==> src/rtl/rr_err_merge_pkg.sv <==
package rr_err_merge_pkg;
  function automatic int idx_bits(input int n);
    return (n > 1) ? $clog2(n) : 1;
  endfunction
endpackage

==> src/rtl/rr_scan.sv <==
module rr_scan #(
  parameter int N_SRC = 4,
  parameter int IDX_W = 2
) (
  input  logic             clk_i,
  input  logic             rst_ni,
  input  logic             hold_i,
  output logic [IDX_W-1:0] idx_o
);
  localparam logic [IDX_W-1:0] LAST = IDX_W'(N_SRC - 1);

  logic [IDX_W-1:0] idx_q;

  always_ff @(posedge clk_i or negedge rst_ni) begin
    if (!rst_ni)      idx_q <= '0;
    else if (!hold_i) idx_q <= (idx_q == LAST) ? '0 : idx_q + 1'b1;
  end

  assign idx_o = idx_q;
endmodule

==> src/rtl/merge_fifo.sv <==
module merge_fifo #(
  parameter int W     = 18,
  parameter int DEPTH = 4
) (
  input  logic         clk_i,
  input  logic         rst_ni,
  input  logic         push_i,
  input  logic [W-1:0] wdata_i,
  output logic         full_o,
  output logic         valid_o,
  input  logic         ready_i,
  output logic [W-1:0] rdata_o
);
  localparam int AW = (DEPTH > 1) ? $clog2(DEPTH) : 1;
  localparam logic [AW:0] CNT_FULL = (AW+1)'(DEPTH);
  localparam logic [AW-1:0] PTR_LAST = AW'(DEPTH - 1);

  logic [W-1:0]  mem_q [DEPTH];
  logic [AW-1:0] wr_q, rd_q;
  logic [AW:0]   cnt_q;
  logic          do_push, do_pop;

  assign full_o  = (cnt_q == CNT_FULL);
  assign valid_o = (cnt_q != '0);
  assign do_push = push_i && !full_o;
  assign do_pop  = valid_o && ready_i;
  assign rdata_o = mem_q[rd_q];

  always_ff @(posedge clk_i) begin
    if (do_push) mem_q[wr_q] <= wdata_i;
  end

  always_ff @(posedge clk_i or negedge rst_ni) begin
    if (!rst_ni) begin
      wr_q  <= '0;
      rd_q  <= '0;
      cnt_q <= '0;
    end else begin
      if (do_push) wr_q <= (wr_q == PTR_LAST) ? '0 : wr_q + 1'b1;
      if (do_pop)  rd_q <= (rd_q == PTR_LAST) ? '0 : rd_q + 1'b1;
      case ({do_push, do_pop})
        2'b10:   cnt_q <= cnt_q + 1'b1;
        2'b01:   cnt_q <= cnt_q - 1'b1;
        default: cnt_q <= cnt_q;
      endcase
    end
  end
endmodule

==> src/rtl/sticky_ovf.sv <==
module sticky_ovf #(
  parameter int N_SRC = 4
) (
  input  logic             clk_i,
  input  logic             rst_ni,
  input  logic [N_SRC-1:0] hit_i,
  output logic             flag_o
);
  logic flag_q;

  always_ff @(posedge clk_i or negedge rst_ni) begin
    if (!rst_ni) flag_q <= 1'b0;
    else         flag_q <= flag_q | (|hit_i);
  end

  assign flag_o = flag_q;
endmodule

==> src/rtl/rr_err_merge.sv <==
module rr_err_merge
  import rr_err_merge_pkg::*;
#(
  parameter int N_SRC = 4,
  parameter int REC_W = 16,
  parameter int DEPTH = 4,
  localparam int IDX_W = idx_bits(N_SRC),
  localparam int OUT_W = IDX_W + REC_W
) (
  input  logic                   clk_i,
  input  logic                   rst_ni,
  input  logic [N_SRC-1:0]       src_empty_i,
  output logic [N_SRC-1:0]       src_rd_o,
  input  logic [N_SRC*REC_W-1:0] src_data_i,
  input  logic [N_SRC-1:0]       src_ovf_i,
  output logic                   out_valid_o,
  input  logic                   out_ready_i,
  output logic [OUT_W-1:0]       out_data_o,
  output logic                   ovf_o
);
  logic [IDX_W-1:0] scan_idx;
  logic             fifo_full;
  logic [REC_W-1:0] sel_rec;
  logic             push;

  rr_scan #(.N_SRC(N_SRC), .IDX_W(IDX_W)) u_scan (
    .clk_i  (clk_i),
    .rst_ni (rst_ni),
    .hold_i (fifo_full),
    .idx_o  (scan_idx)
  );

  for (genvar g = 0; g < N_SRC; g++) begin : g_rd
    assign src_rd_o[g] = (scan_idx == IDX_W'(g)) && !src_empty_i[g] && !fifo_full;
  end

  always_comb begin
    sel_rec = '0;
    for (int k = 0; k < N_SRC; k++) begin
      if (scan_idx == IDX_W'(k)) sel_rec = src_data_i[k*REC_W +: REC_W];
    end
  end

  assign push = |src_rd_o;

  merge_fifo #(.W(OUT_W), .DEPTH(DEPTH)) u_fifo (
    .clk_i   (clk_i),
    .rst_ni  (rst_ni),
    .push_i  (push),
    .wdata_i ({scan_idx, sel_rec}),
    .full_o  (fifo_full),
    .valid_o (out_valid_o),
    .ready_i (out_ready_i),
    .rdata_o (out_data_o)
  );

  sticky_ovf #(.N_SRC(N_SRC)) u_ovf (
    .clk_i  (clk_i),
    .rst_ni (rst_ni),
    .hit_i  (src_ovf_i),
    .flag_o (ovf_o)
  );
endmodule

==> config.mk <==
export PLATFORM = sky130hd
export DESIGN_NAME = rr_err_merge
export DESIGN_NICKNAME = d
export VERILOG_FILES = /design/src/rtl/rr_err_merge_pkg.sv /design/src/rtl/rr_scan.sv /design/src/rtl/merge_fifo.sv /design/src/rtl/sticky_ovf.sv /design/src/rtl/rr_err_merge.sv
export SDC_FILE = /design/constraint.sdc
export NUM_CORES = 1
export LEC_CHECK = 0
export BUFFER_PORTS_ARGS = -buffer_cell sky130_fd_sc_hd__buf_4
export CORE_UTILIZATION = 45
export DETAILED_ROUTE_END_ITERATION = 16
export GPL_TIMING_DRIVEN = 0
export PLACE_DENSITY = 0.72
export SLEW_MARGIN = 10
export SYNTH_ARGS = -nofsm -noshare
export SYNTH_HDL_FRONTEND = slang
export SYNTH_SLANG_ARGS = --single-unit
==> constraint.sdc <==
create_clock -name clk_i -period 2.3 [get_ports clk_i]
set_input_delay 0.115 -clock clk_i [delete_from_list [all_inputs] [get_ports clk_i]]
set_output_delay 0.115 -clock clk_i [all_outputs]
set_load 0.02 [all_outputs]
==> results of run 1 <==
==> area by class of cell <==
type	count	area, um^2	share of cell area (%)
Clock buffer	11	131	2.65
Sequential cell	82	2410	48.7
Tap cell	105	131	2.65
Timing Repair Buffer	106	803	16.2
Inverter	9	33.8	0.682
Clock inverter	5	55.1	1.11
Multi-Input combinational cell	128	1300	26.3
Buffer	14	82.6	1.67
==> tightest hold or removal path, stage by stage <==
cell and delay [ns]:
buf_4 0.08, nand2_1 0.05, o31ai_2 0.09
==> layer usage <==
layer / vias up / share of wire (%) / global-route usage, %
li1: 1146 / - / -
met1: 1196 / 39 / 24.1
met2: 100 / 52 / 37.0
met3: 6 / 8.5 / 3.64
met4: 0 / 0.71 / 6.92
met5: - / 0 / 0
==> cell usage in the layout, fill, tap and decap left out, types with 2 or more instances in the layout <==
cell type	instances
nor3_1	2
and2_2	4
nor2_1	8
nand2_1	19
inv_1	9
o31ai_1	12
o31ai_2	4
dfrtp_2	2
mux2_2	3
nor2b_1	16
dlygate4sd3_1	3
xor2_1	2
buf_2	5
clkbuf_1	6
mux4_2	18
ha_1	7
a221oi_1	16
ha_2	3
clkbuf_8	9
nand2b_4	3
dfrtp_1	8
edfxtp_1	72
buf_6	2
mux2_4	2
buf_4	105
==> stage by stage <==
step                      power (W)  std cells
after floorplan             0.00505        234
after detailed placement    0.00627        437
final                       0.00732        460
after global placement      0.00617        437
after CTS                   0.00730        458
after global routing        0.00774        460
==> power by group <==
group          internal [W]  leakage (nW)  switching (W)
clock              0.000499        0.0909       0.000489
combinational       0.00161          1.04        0.00203
sequential          0.00252         0.777       0.000176
==> state kept, by name, indices dropped and copies added, names as in the netlist <==
signal,flops
u_fifo.cnt_q,3
u_fifo.mem_q,72
u_ovf.flag_o,1
u_fifo.rd_q,2
u_fifo.wr_q,2
u_scan.idx_o,2
==> cells by family (layout without fill, tap and decap cells) <==
group,Yosys count,after routing,share of synthesized area [%]
buffers and inverters,24,145,3.16
AND/OR/NAND/NOR,56,56,8.62
flip-flops,82,82,63.4
XOR/XNOR,3,3,0.691
AO/OA/AOI/OAI,35,35,7.93
adder cells (fa/ha/maj),11,11,3.82
multiplexers,23,23,12.3
==> worst min-delay path by stage <==
stage	from	to	slack (ns)	depth (start not counted)
2_1_floorplan	rst_ni	u_fifo.cnt_q[0]	-0.18	0
3_3_place_gp	rst_ni	u_fifo.cnt_q[2]	-0.05	1
3_5_place_dp	rst_ni	u_fifo.cnt_q[1]	-0.04	1
4_1_cts	rst_ni	u_fifo.cnt_q[1]	0.12	2
5_1_grt	src_data_i[54]	u_fifo.mem_q[1][6]	0.13	3
6_report	src_data_i[53]	u_fifo.mem_q[0][5]	0.11	3
==> repair_timing <==
action                                 CTS  global route
hold buffers                             3             0
setup endpoints to repair               84            98
buffers inserted                         2             3
endpoints found under the hold margin   11             0
resized for setup                        4             8
pin swaps                                1             1
==> metrics, run 1 <==
Synth top area share=56.9%; Period minus WS final=2.22 ns; crit path DAT=2.50 ns; FF-to-FF path depth=11; status=finished, final reports clean; CP Launch Type=flip-flop; worst setup path category=reg -> reg; Post-synth ARST share=12.2%; CTS tree=built; Detailed Place HPWL=5.80 mm; average size of a mapped cell=16.2 um^2; relative slew slack=55.9%; Total GRT Usage=20.3%; PortBufs=98; highest clock rate=450 MHz; GP Congestion=0.745; worst hold slack=0.108 ns; CP Capture Type=flip-flop; Remaining Overflow, GRT=0; Via density=5.32; Leakage Power=1.91 nW; max cap viols=0; worst setup path endpoint=u_fifo.cnt_q[2]; Die Wd=93.9 um; period utilization=96.7%; CP peak stage delay=0.44 ns; final instance area=0.00495 mm^2; # IOs=99; Pre-Repair DR Iteration Count=4; flops & latches, synth=82; R2R Setup Slk=0.08 ns; dominant cell type by area after synthesis=edfxtp_1; Initial Util=46.3%; total CTS buffers=9; Synth Instances=234; clock skew=0.0134 ns; worst skew pair latency=0.35 ns; EDFF count, synth=72; H-tree depth=3; fin nets=436; Syn Std Cell Area=0.00380 mm^2; Worst Hold Class=in -> reg; Top delay family on crit path=adder cells; Final Max Slew Viols=0; pre-CTS setup slack=-0.178 ns; layout overhead on the synthesized area=30.3%; fin util=60.3%; Crit path depth=11; Yosys cell types=31; VDD IR max=0.857 mV; Main synth FF type=edfxtp_1; core area=0.00822 mm^2; Die Area=0.00882 mm^2; capturing point of the worst reg2reg path=u_fifo.cnt_q[2]; share of cells above drive strength 1=48.2%; CP Buf/Inv Count=3; Reg-to-Reg Start=u_scan.idx_o[0]; P per Cell Area=1480 mW/mm^2; largest net degree at the start of global routing=19; first-iteration detailed-routing DRC count=106; CTS clk-pin slew, worst paths=0.08 ns; area post-placement=0.00467 mm^2; CTS max path bufs=2; vias in the first global route=2,527; via count=2,448; CTS Root Cell=clkbuf_8; slowest CP cell=dfrtp_2; average wire per standard cell=18.4 um; Commonest cells post-synth=edfxtp_1, nand2_1, mux4_2; post-synthesis net count=320; Critical Path, Cell by Cell=buf_4 > ha_2 > nand2b_4 > a41oi_4 > inv_1 > ha_2 > inv_1 > fa_1 > xor2_1 > nor2_1 > xor2_1; Req. time, crit path=2.58 ns; Residual DRC=0; # setup viols final=0; Ant. Diodes=0; first-pass GRT wire length=12.8 mm; synth top area cells=edfxtp_1, mux4_2, dfrtp_1; RSZ-0062 raised after global routing=true; WL final=8.44 mm; Worst setup startpoint=u_scan.idx_o[0]; initial antenna violation count=0; clock sinks=82; Yosys Warn Count=0; Worst Tran Pin Value=0.661 ns; row count=33; sequential-to-total area share from yosys stat=63.4%; die height=93.9 um; fin worst setup slack=0.0760 ns; Hold Fails Final Rpt=0; TNS Setup=0 ns; Filler Cell Count=651; worst-path fanout max=7; post-route ant nets=0; most common cell in the netlist=edfxtp_1
Power figures use the tool's default switching activity.
==> inputs of run 2 (changes only) <==
--- a/config.mk
+++ b/config.mk
@@ -6,10 +6,10 @@
 export NUM_CORES = 1
 export LEC_CHECK = 0
 export BUFFER_PORTS_ARGS = -buffer_cell sky130_fd_sc_hd__buf_4
-export CORE_UTILIZATION = 45
+export CORE_UTILIZATION = 48
 export DETAILED_ROUTE_END_ITERATION = 16
 export GPL_TIMING_DRIVEN = 0
-export PLACE_DENSITY = 0.72
+export PLACE_DENSITY = 0.76
 export SLEW_MARGIN = 10
 export SYNTH_ARGS = -nofsm -noshare
 export SYNTH_HDL_FRONTEND = slang
==> run 2 against run 1 <==
Design area increased by 0.18%; highest routed layer unchanged; sequential cell count unchanged; maximum frequency increased by 2.1%; critical endpoint is now u_fifo.mem_q[1][3].
==> metrics, run 2 (synthesized netlist as in run 1, its figures left out) <==
layout overhead on the synthesized area=30.5%; CTS max path bufs=2; Die Wd=91.0 um; fin util=64.6%; total CTS buffers=9; Final Instance Count excl. Fillers=458; CP Capture Type=flip-flop; initial antenna violation count=0; Remaining Overflow, GRT=0; worst skew pair latency=0.36 ns; row count=32; Req. time, crit path=2.29 ns; highest clock rate=459 MHz; Total GRT Usage=20.9%; Ant. Diodes=0; commonest non-fill, non-tap cell in the layout=buf_4; Period minus WS final=2.18 ns; Die Area=0.00828 mm^2; worst setup path category=reg -> reg; H-tree depth=3; fin nets=437; average wire per standard cell=18.1 um; clock skew=0.0118 ns; PortBufs=98; Hold Fails Final Rpt=0; Worst Hold Class=in -> async; Pre-Repair DR Iteration Count=4; pre-CTS setup slack=-0.124 ns; CTS clk-pin slew, worst paths=0.08 ns; crit path DAT=2.17 ns; worst-path fanout max=18; Initial Util=49.5%; Leakage Power=1.92 nW; max cap viols=0; share of cells above drive strength 1=48.3%; CTS Root Cell=clkbuf_8; clock sinks=82; largest net degree at the start of global routing=19; Detailed Place HPWL=5.65 mm; status=finished, final reports clean; # setup viols final=0; P per Cell Area=1480 mW/mm^2; fin worst setup slack=0.121 ns; Most flops, register=u_fifo.mem_q; Worst Tran Pin Value=0.660 ns; Filler Cell Count=569; post-route ant nets=0; most frequent cells in the layout=buf_4, edfxtp_1, nand2_1, mux4_2; max reg flops=72; Residual DRC=0; # IOs=99; overall power=0.00737 W; first-iteration detailed-routing DRC count=116; period utilization=94.7%; WL final=8.28 mm; GP Congestion=0.676; core area=0.00769 mm^2; TNS Setup=0 ns; RSZ-0062 raised after global routing=false; CP Launch Type=flip-flop; Regs by FF count=u_fifo.mem_q (72), u_fifo.cnt_q (3); Final Max Slew Viols=0; VDD IR max=0.856 mV; CTS tree=built; Via density=5.40; vias in the first global route=2,453; first-pass GRT wire length=12.7 mm; placed cell count=434; via count=2,472; relative slew slack=56.0%; die height=91.0 um
run 2: changes by cell type in the layout (fill, tap and decap cells not counted), sizes merged:
cell / delta
clkbuf: -2
clkinv: -2
clkinvlp: +1
inv: +3
buf: +1
run 2: per-layer routing:
| metal | up-vias | wire [um] | track usage (%) |
|---|---|---|---|
| li1 | 1150 | - | - |
| met1 | 1203 | 3320 | 27.2 |
| met2 | 111 | 4230 | 34.2 |
| met3 | 8 | 679 | 4.44 |
| met4 | 0 | 58 | 9.13 |
| met5 | - | 0 | 0 |
run 2: final timing paths:
check,to,slack (ns),startpoint,cells past startpoint
worst max-delay path,u_fifo.mem_q[1][3],0.12,u_scan.idx_o[1],7
worst min-delay path,u_fifo.cnt_q[2],0.12,rst_ni,2
worst max register to register,u_fifo.mem_q[1][3],0.12,u_scan.idx_o[1],7
worst min register to register,u_fifo.cnt_q[2],0.50,u_fifo.cnt_q[2],1
max in group asynchronous,u_scan.idx_o[1],2.02,rst_ni,2
min in group clk_i,u_fifo.mem_q[0][2],0.12,src_data_i[50],3
run 2: worst max-delay path, stage by stage, from the launching register on:
cell and delay, ns:
dfrtp_2 0.44, inv_1 0.08, ha_1 0.16, buf_6 0.16, nand2b_4 0.07, a41oi_4 0.26
buf_4 0.17, and2_2 0.47
run 2: metrics by stage:
stage / instance area, um^2 / hold slack [ns]
after CTS: 4920 / 0.107
after floorplan: 3800 / -0.181
after detailed placement: 4670 / -0.0457
after global placement: 4670 / -0.0484
final: 4960 / 0.120
after global routing: 4960 / 0.124
run 2: repair_timing:
| item | in CTS | in global routing |
|---|---|---|
| gates resized for setup | 2 | 7 |
| setup buffers | 2 | 4 |
| hold endpoints to repair | 11 | 0 |
| hold buffers | 3 | 0 |
| setup endpoints to repair | 38 | 69 |
| pin swaps | 0 | 3 |
run 2: final cells by class:
| type | instances | area, um^2 | share of cell area, % |
|---|---|---|---|
| Buffer | 14 | 82.6 | 1.66 |
| Clock buffer | 9 | 124 | 2.50 |
| Clock inverter | 7 | 85.1 | 1.71 |
| Inverter | 9 | 33.8 | 0.681 |
| Multi-Input combinational cell | 128 | 1280 | 25.9 |
| Sequential cell | 82 | 2410 | 48.7 |
| Tap cell | 102 | 128 | 2.57 |
| Timing Repair Buffer | 107 | 811 | 16.3 |
run 2: power by group:
group	total (W)	switching (W)	leakage, nW	internal [W]
combinational	0.00360	0.00199	1.04	0.00161
sequential	0.00270	0.000176	0.777	0.00252
clock	0.00107	0.000547	0.0999	0.000522
total	0.00737	0.00271	1.92	0.00465
==> inputs of run 3 (changes only) <==
--- a/config.mk
+++ b/config.mk
@@ -10,6 +10,7 @@
 export DETAILED_ROUTE_END_ITERATION = 16
 export GPL_TIMING_DRIVEN = 0
 export PLACE_DENSITY = 0.76
+export RECOVER_POWER = 50
 export SLEW_MARGIN = 10
 export SYNTH_ARGS = -nofsm -noshare
 export SYNTH_HDL_FRONTEND = slang
==> run 3 against run 2 <==
Wire length hardly changed; clock power hardly changed; maximum frequency is 0.50% lower; sequential power hardly changed; count of clock-buffer cells in the layout stayed put; non-clock buffer count stayed put; hold slack worse by 0.0010 ns; clock skew is 0.0032 ns lower; register-to-register slack hardly changed; combinational power is 6.1% lower; power is 3.0% lower; critical endpoint is now u_fifo.mem_q[1][13]; largest power group unchanged.
==> metrics, run 3 (synthesized netlist as in run 1, its figures left out) <==
vias in the first global route=2,453; CTS tree=built; Reg-to-Reg Start=u_scan.idx_o[1]; largest net degree at the start of global routing=19; core area=0.00769 mm^2; CTS max path bufs=2; via count=2,459; R2R Setup Slk=0.11 ns; FF-to-FF path depth=7; total CTS buffers=9; fin nets=437; Residual DRC=0; post-route ant nets=0; CP peak stage delay=0.47 ns; Critical Path, Cell by Cell=inv_1 > ha_1 > buf_6 > nand2b_4 > a41oi_4 > buf_4 > and2_2; Final Max Slew Viols=0; Worst Tran Pin Value=0.649 ns; Most flops, register=u_fifo.mem_q; area post-placement=0.00467 mm^2; max cap viols=0; layout overhead on the synthesized area=28.0%; Req. time, crit path=2.29 ns; row count=32; GP Congestion=0.676; # setup viols final=0; Worst Hold Class=in -> reg; Via density=5.37; Worst Hold Path EP=u_fifo.mem_q[0][2]; average wire per standard cell=18.1 um; commonest non-fill, non-tap cell in the layout=buf_4; Die Area=0.00828 mm^2; Remaining Overflow, GRT=0; Leakage Power=1.83 nW; PortBufs=98; clock sinks=82; max reg flops=72; Period minus WS final=2.19 ns; highest clock rate=457 MHz; P per Cell Area=1470 mW/mm^2; worst setup path category=reg -> reg; most frequent cells in the layout=buf_4, edfxtp_1, clkbuf_1, nand2_1, mux4_2; clock skew=0.00865 ns; VDD IR max=0.855 mV; initial antenna violation count=0; Top delay family on crit path=simple AND/OR/NAND/NOR gates; worst-path fanout max=18; CTS clk-pin slew, worst paths=0.09 ns; first-iteration detailed-routing DRC count=111; CP Buf/Inv Count=3; relative slew slack=56.7%; slowest CP cell=and2_2; # IOs=99; capturing point of the worst reg2reg path=u_fifo.mem_q[1][13]; WL final=8.28 mm; Hold Fails Final Rpt=0; Hold Startpoint=src_data_i[50]; CP Capture Type=flip-flop; CTS Root Cell=clkbuf_8; hold path cells=3; RSZ-0062 raised after global routing=false; worst skew pair latency=0.35 ns; H-tree depth=3; fin worst setup slack=0.110 ns; share of cells above drive strength 1=41.3%; final instance area=0.00487 mm^2; Total GRT Usage=20.9%; die height=91.0 um; pre-CTS setup slack=-0.124 ns; Die Wd=91.0 um; status=finished, final reports clean; period utilization=95.2%; Regs by FF count=u_fifo.mem_q (72), u_fifo.cnt_q (3); crit path DAT=2.18 ns; CP Launch Type=flip-flop; Initial Util=49.5%; Ant. Diodes=0; Detailed Place HPWL=5.65 mm; Pre-Repair DR Iteration Count=4; first-pass GRT wire length=12.7 mm
## run 3: cell count changes in the layout (fill, tap and decap cells not counted)
cell	before	now
buf_2	5	3
or3_4	1	0
buf_4	106	80
or3_1	0	1
clkbuf_4	0	1
clkbuf_1	4	28
clkbuf_2	1	4
## run 3: worst min-delay path, cell delays in order
cell and delay, ns:
buf_4 0.07, nand2_1 0.04, o31ai_1 0.11
## run 3: layer usage
layer	global-route usage (%)	routed length (um)	part of all wire [%]	vias up
li1	-	-	-	1148
met1	27.2	3490	42	1188
met2	34.2	4080	49	110
met3	4.44	603	7.3	13
met4	9.13	111	1.3	0
met5	0	0	0	-
## run 3: per-stage QoR
stage	hold WS (ns)	total power [W]	setup TNS [ns]	cells	utilization, %
6_report	0.119	0.00714	0	458	63.3
5_1_grt	0.141	0.00757	0	458	63.3
4_1_cts	0.107	0.00735	0	454	64.0
3_5_place_dp	-0.0457	0.00626	-0.278	434	60.7
3_3_place_gp	-0.0484	0.00615	-0.0796	434	60.7
2_1_floorplan	-0.181	0.00505	0	234	-
## run 3: final cells by class
| class | count | area, um^2 |
|---|---|---|
| plain buffers | 14 | 80.1 |
| clock inverters | 7 | 85.1 |
| inverters | 9 | 33.8 |
| fillers | 599 | 2820 |
| flip-flops and latches | 82 | 2410 |
| well taps | 102 | 128 |
| repair buffers | 107 | 721 |
| multi-input cells | 128 | 1280 |
| clock buffers | 9 | 124 |
## run 3: where the power goes
part | internal [W] | switching [W] | leakage (nW) | total [W]
clock | 0.000522 | 0.000546 | 0.0999 | 0.00107
sequential | 0.00252 | 0.000175 | 0.777 | 0.00270
combinational | 0.00139 | 0.00199 | 0.951 | 0.00338
total | 0.00443 | 0.00271 | 1.83 | 0.00714
## run 3: how the worst max path moves through the flow
stage	from	endpoint	slack, ns	cells past startpoint
floorplan	u_scan.idx_o[0]	u_fifo.cnt_q[2]	0.13	11
global placement	u_scan.idx_o[0]	u_fifo.cnt_q[2]	-0.07	11
detailed placement	u_scan.idx_o[0]	u_fifo.cnt_q[2]	-0.12	11
CTS	u_scan.idx_o[0]	u_fifo.cnt_q[1]	0.002	9
global route	u_scan.idx_o[1]	u_fifo.mem_q[1][17]	0.02	7
finish	u_scan.idx_o[1]	u_fifo.mem_q[1][13]	0.11	7
## run 3: repair_timing
item                                    in CTS  in global routing
pin swaps                                    0                  3
hold buffers                                 3                  0
endpoints found under the hold margin       11                  0
gates resized for setup                      2                  7
cloned                                       0                  0
setup buffers                                2                  4
endpoints found under the setup margin      38                 69
